<file path="src/rtl/ilv_pkg.sv">
package ilv_pkg;
    localparam int LANES   = 16;
    localparam int SAMP_W  = 12;
    localparam int OUT_W   = 16;
    localparam int DEVS    = 2;
    localparam int LANE_IW = $clog2(LANES);

    typedef logic [SAMP_W-1:0] samp_t;
    typedef samp_t [LANES-1:0] word_t;
    typedef logic [OUT_W-1:0]  osamp_t;
    typedef osamp_t [DEVS*LANES-1:0] oword_t;

    typedef enum logic [1:0] {
        ST_SEEK   = 2'd0,
        ST_LOCKED = 2'd1,
        ST_FAULT  = 2'd2
    } lock_st_e;

    typedef struct packed {
        logic  vld;
        word_t data;
    } aword_t;

    // lowest flagged lane is the earliest in time
    function automatic logic [LANE_IW-1:0] first_lane(input logic [LANES-1:0] m);
        logic [LANE_IW-1:0] r;
        r = '0;
        for (int i = LANES - 1; i >= 0; i--)
            if (m[i]) r = LANE_IW'(i);
        return r;
    endfunction

    function automatic osamp_t widen(input samp_t s);
        return {{(OUT_W-SAMP_W){s[SAMP_W-1]}}, s};
    endfunction
endpackage

</file>
<file path="src/rtl/ilv_align.sv">
module ilv_align
    import ilv_pkg::*;
#(
    parameter int TMO_W = 16
) (
    input  logic             clk,
    input  logic             rst,
    input  word_t            din,
    input  logic [LANES-1:0] mark,
    input  logic [TMO_W-1:0] timeout,
    output aword_t           aout,
    output logic             fault
);
    lock_st_e           st;
    logic [LANE_IW-1:0] off;
    logic [TMO_W-1:0]   cnt;
    word_t              prev;

    always_ff @(posedge clk) begin
        prev <= din;
        if (rst) begin
            st  <= ST_SEEK;
            off <= '0;
            cnt <= '0;
        end else if (st == ST_SEEK) begin
            if (|mark) begin
                st  <= ST_LOCKED;
                off <= first_lane(mark);
            end else if (timeout != '0 && cnt == timeout - 1'b1) begin
                st <= ST_FAULT;
            end else begin
                cnt <= cnt + 1'b1;
            end
        end
    end

    // lane k of the aligned word is stream position off+k, spanning the previous and current words
    always_comb begin
        for (int k = 0; k < LANES; k++) begin
            logic [LANE_IW:0] pos;
            pos = {1'b0, off} + (LANE_IW+1)'(k);
            if (pos[LANE_IW]) aout.data[k] = din[pos[LANE_IW-1:0]];
            else              aout.data[k] = prev[pos[LANE_IW-1:0]];
        end
        aout.vld = (st == ST_LOCKED);
        fault    = (st == ST_FAULT);
    end
endmodule

</file>
<file path="src/rtl/ilv_skew_fifo.sv">
module ilv_skew_fifo
    import ilv_pkg::*;
#(
    parameter int DEPTH = 4,
    parameter int PW    = $clog2(DEPTH)
) (
    input  logic          clk,
    input  logic          rst,
    input  aword_t        wr,
    input  logic [PW-1:0] rd_ptr,
    output word_t         rd_data,
    output logic          primed
);
    localparam int HALF = DEPTH / 2;

    word_t         mem [DEPTH];
    logic [PW-1:0] wp;

    always_ff @(posedge clk) begin
        if (wr.vld) mem[wp] <= wr.data;
    end

    always_ff @(posedge clk) begin
        if (rst) begin
            wp     <= '0;
            primed <= 1'b0;
        end else if (wr.vld) begin
            wp <= wp + 1'b1;
            if (wp == PW'(HALF - 1)) primed <= 1'b1;
        end
    end

    assign rd_data = mem[rd_ptr];
endmodule

</file>
<file path="src/rtl/ilv_interleave_top.sv">
module ilv_interleave_top
    import ilv_pkg::*;
#(
    parameter int FIFO_DEPTH = 4,
    parameter int TMO_W      = 16
) (
    input  logic                          clk,
    input  logic                          rst,
    input  logic [LANES*SAMP_W-1:0]       dev0_samples,
    input  logic [LANES-1:0]              dev0_flags,
    input  logic [LANES*SAMP_W-1:0]       dev1_samples,
    input  logic [LANES-1:0]              dev1_flags,
    input  logic [TMO_W-1:0]              timeout_cycles,
    output logic [DEVS*LANES*OUT_W-1:0]   out_samples,
    output logic                          out_valid,
    output logic [DEVS-1:0]               align_err
);
    localparam int PW = $clog2(FIFO_DEPTH);

    word_t            din   [DEVS];
    logic [LANES-1:0] flags [DEVS];
    aword_t           aw    [DEVS];
    word_t            rdw   [DEVS];
    logic [DEVS-1:0]  primed;
    logic [DEVS-1:0]  locked;
    logic [PW-1:0]    rd_ptr;
    logic             go;
    oword_t           mix;

    assign din[0]   = dev0_samples;
    assign din[1]   = dev1_samples;
    assign flags[0] = dev0_flags;
    assign flags[1] = dev1_flags;

    for (genvar d = 0; d < DEVS; d++) begin : g_dev
        ilv_align #(.TMO_W(TMO_W)) u_align (
            .clk     (clk),
            .rst     (rst),
            .din     (din[d]),
            .mark    (flags[d]),
            .timeout (timeout_cycles),
            .aout    (aw[d]),
            .fault   (align_err[d])
        );
        assign locked[d] = aw[d].vld;

        ilv_skew_fifo #(.DEPTH(FIFO_DEPTH), .PW(PW)) u_fifo (
            .clk     (clk),
            .rst     (rst),
            .wr      (aw[d]),
            .rd_ptr  (rd_ptr),
            .rd_data (rdw[d]),
            .primed  (primed[d])
        );
    end

    assign go = (&primed) && !(|align_err);

    always_comb begin
        for (int k = 0; k < LANES; k++) begin
            mix[2*k]     = widen(rdw[0][k]);
            mix[2*k + 1] = widen(rdw[1][k]);
        end
    end

    always_ff @(posedge clk) begin
        if (rst) begin
            out_valid <= 1'b0;
            rd_ptr    <= '0;
        end else begin
            out_valid <= go;
            if (go) begin
                rd_ptr      <= rd_ptr + 1'b1;
                out_samples <= mix;
            end
        end
    end
endmodule

</file>
<file path="config.mk">
export PLATFORM = sky130hd
export DESIGN_NAME = ilv_interleave_top
export DESIGN_NICKNAME = d
export VERILOG_FILES = /design/src/rtl/ilv_pkg.sv /design/src/rtl/ilv_align.sv /design/src/rtl/ilv_skew_fifo.sv /design/src/rtl/ilv_interleave_top.sv
export SDC_FILE = /design/constraint.sdc
export NUM_CORES = 2
export LEC_CHECK = 0
export BUFFER_PORTS_ARGS = -buffer_cell sky130_fd_sc_hd__buf_2
export CORE_ASPECT_RATIO = 0.7
export CORE_MARGIN = 1.5
export CORE_UTILIZATION = 30
export DETAILED_ROUTE_END_ITERATION = 8
export HOLD_SLACK_MARGIN = 0.12
export SLEW_MARGIN = 5
export SYNTH_ARGS = -nofsm -noshare
export SYNTH_HDL_FRONTEND = slang
export SYNTH_HIERARCHICAL = 1
export SYNTH_SLANG_ARGS = --single-unit
</file>
<file path="constraint.sdc">
create_clock -name clk -period 19.24 [get_ports clk]
set_clock_uncertainty 0.1 [all_clocks]
set_input_delay 0.962 -clock clk [delete_from_list [all_inputs] [get_ports clk]]
set_output_delay 0.962 -clock clk [all_outputs]
set_load 0.03 [all_outputs]
</file>
==> metrics.txt <==
Area Overhead vs Synth=18.2%; CTS max path bufs=4; hold buffer count at CTS=around 380; fmax=156 MHz; CTS H-Tree Depth=4; first-pass GRT wire length=555 mm; Yosys cell types=63; nets=7687; PostCTS Resize Cnt=0; Num CTS Buffers=234; pin count of the biggest net entering global routing=around 110; row count=190; synth cell count leaders=1920 x edfxtp_1, 1488 x mux4_2, 576 x mux2_2; worst slew pin tran=1.50 ns; I/O Buffers=948; asr flop ratio synth=0%; Synth Area per Inst=between 15 and 20 sq um; io pins=949; clock transition at the registers of the reported paths=0.06 ns; Die H=523 um; share of layout cells above drive strength 1=49.3%; ranking of synthesized cells by area=edfxtp_1 50%, mux4_2 29%, dfxtp_1 7.5%, mux2_2 5.6%, nand2_1 1.6%; run status=finished with violations; Post-route DRC=0; ANT nets after route=0; worst flop-to-flop path endpoint=g_dev[0].u_fifo/mem[3][67]; CP endpoint kind=register; Worst-Skew Late Latency=0.97 ns; largest family of logic cells by synthesized area=multiplexers; Final Critical Period=6.39 ns; Pre-antenna DRT Iters=7; worst slack, placed=12.88 ns; failing checks=capacitance limit, slew limit; critical path's most frequent cell=buf_4; leakage=44.5 nW; Starting Density=a little under a third; Register Area=0.0664 sq mm; xor/xnor share of the synthesized area=0.506%; CTS tree=built; WP data required=a little under 20 ns; gr ovfl total=0; CP delay by family, top=buffers and inverters; setup TNS=0 ns; Post-Syn Nets=roughly 6600; final setup vio count=0; EDFF count, synth=about 1900; drt total wl=405 mm; WL/cell=roughly 32 um; Crit path largest cell delay=0.96 ns; GPL Wtd Cong=0.920; vias=71500; Post-Synth Simple-Gate Area=3.00%; Synth area leader=edfxtp_1; Endpoint, Worst Hold=g_dev[0].u_align/prev[81]; vias in the first global route=68400; final setup margin=~13 ns; Final Hold Fails=0; fill count=35600; Mapped Area=0.116 sq mm; Synth top area share=49.7%; VDD IR max=0.100 mV; all-layer global routing usage=20.0%; Final Max Tran Viols=5; Worst Hold Path Cells=1; Post-Synth Adder-Cell Area=0.410%; critical path type=reg2reg; # Max-Cap Violations=1; Reg2Reg Depth=8; die area=~0.4 sq mm; RSZ-0062 raised after global routing=false; worst-path maximum fanout=111; WP buf/inv=4; Startpoint Class=register; Vias/cell=5.69; Root Buffer=clkbuf_16; Synth warnings=6; count leader, synth=edfxtp_1; Post-CTS Repair Setup Buffers=0; Slowest-stage cell, CP=buf_4; Starting DRT DRC Count=between 9000 and 10000; post-synthesis sequential area ratio=57.3%; post-DP HPWL=288 mm; R2R Setup Slk=12.85 ns; max_slew headroom=-0.531%; initial antenna violation count=just over 100; CP Cell Sequence=buf_4, buf_12, ha_1, xnor2_2, buf_4, buf_4, mux2_2, mux4_2; footprint of the multi-input gates=0.0464 sq mm; WP data arrival=6.78 ns; Cells after Synth=6102; # clock sinks=2357; register bit total from synthesis=roughly 2400; Hold Startpoint=dev0_samples[81]; Crit. Startpoint=g_dev[0].u_align/off[0]; ys flop type=edfxtp_1; Hold WC Path Type=in2reg; power density cells=95.5 mW/mm^2; post-synthesis compound-gate area fraction=0.874%; worst r2r src=g_dev[0].u_align/off[0]; mux cell area share after synthesis=34.8%; fin crit share=33.2%; Die X=746 um; core area=0.384 sq mm
## through the flow
step | instance area, sq um | total power [W] | cells | utilization (%) | hold WS, ns
after CTS | 137000 | 0.0131 | 12500 | 35.7 | 0.151
final | 137000 | 0.0131 | 12600 | 35.7 | 0.258
after floorplan | 116000 | 0.00747 | 6102 | - | 0.337
after detailed placement | 125000 | 0.00826 | 11700 | 32.6 | 0.388
after global routing | 137000 | 0.0135 | 12500 | 35.7 | 0.176
after global placement | 125000 | 0.00820 | 11700 | 32.6 | 0.359
## logic make-up (layout without fill, tap and decap cells)
kind of cell	Yosys count	in the layout
xor gates and xnor gates	67	67
other	0	47
DFF	2357	2357
muxes	2090	2090
buffers and inverters	624	1938
AOI/OAI and AO/OA	158	158
adders and majority gates	38	38
and+or+nand+nor	768	768
## cell type report
| cell class | instances | share of cell area (%) |
|---|---|---|
| Sequential cell | 2357 | 48.5 |
| Multi-Input combinational cell | 3121 | 33.8 |
| Timing Repair Buffer | 1465 | 7.03 |
| Tap cell | 5088 | 4.64 |
| Clock buffer | 284 | 4.57 |
| Clock inverter | 153 | 1.27 |
| Inverter | 36 | 0.0986 |
| Antenna cell | 47 | 0.0858 |
## cells in the final DEF (no fill, tap or decap), types with 22 or more instances in the layout
cell           netlist  routed
edfxtp_1          1920    1920
mux4_2            1488    1488
buf_2               56     947
mux2_2             576     576
nand2_1            492     490
dfxtp_1            437     427
dlygate4sd3_1        2     376
clkbuf_16            0     238
buf_4              136     137
nor2_1             116     116
diode_2              0      47
a31oi_1             52      46
clkinv_2             0      40
clkinv_1             0      38
a21oi_1             48      36
clkbuf_1           250      32
bufinv_16            0      32
ha_1                38      32
inv_1               34      31
xnor2_1             39      23
nor2b_1             26      23
nor3_1              22      22
xor2_1              28      22
## how the worst max path moves through the flow
| stage | end | slack, ns | cells past startpoint |
|---|---|---|---|
| final | g_dev[0].u_fifo/mem[3][67] | 12.85 | 8 |
| after global routing | g_dev[0].u_fifo/mem[0][67] | 12.41 | 8 |
| after global placement | g_dev[0].u_fifo/mem[0][67] | 12.94 | 8 |
| after CTS | g_dev[0].u_fifo/mem[3][67] | 12.78 | 8 |
| after floorplan | out_samples[0] | 0.03 | 1 |
| after detailed placement | g_dev[0].u_fifo/mem[0][67] | 12.88 | 8 |
## state kept, by name, summed over array words and instances (netlist names)
register             cells
g_dev.u_align/st         4
g_dev.u_fifo/wp          4
rd_ptr                   2
g_dev.u_align/off        8
out_samples            384
g_dev.u_align/cnt       32
g_dev.u_fifo/mem      1536
g_dev.u_fifo/primed      2
g_dev.u_align/prev     384
out_valid                1
## per-layer routing
metal  up-vias  track usage [%]  share of wire (%)
met3       758             6.80                 12
met4        56             6.67                3.8
met1     38300             27.7                 40
met5         -                0              0.096
li1      27800                -                  -
met2      4480             29.5                 44
## report_power, final
group / switching (W) / internal (W)
sequential: 0.000104 / 0.00599
clock: 0.00207 / 0.00276
combinational: 0.00124 / 0.000932
No activity file was read; power rests on OpenSTA's default activity.
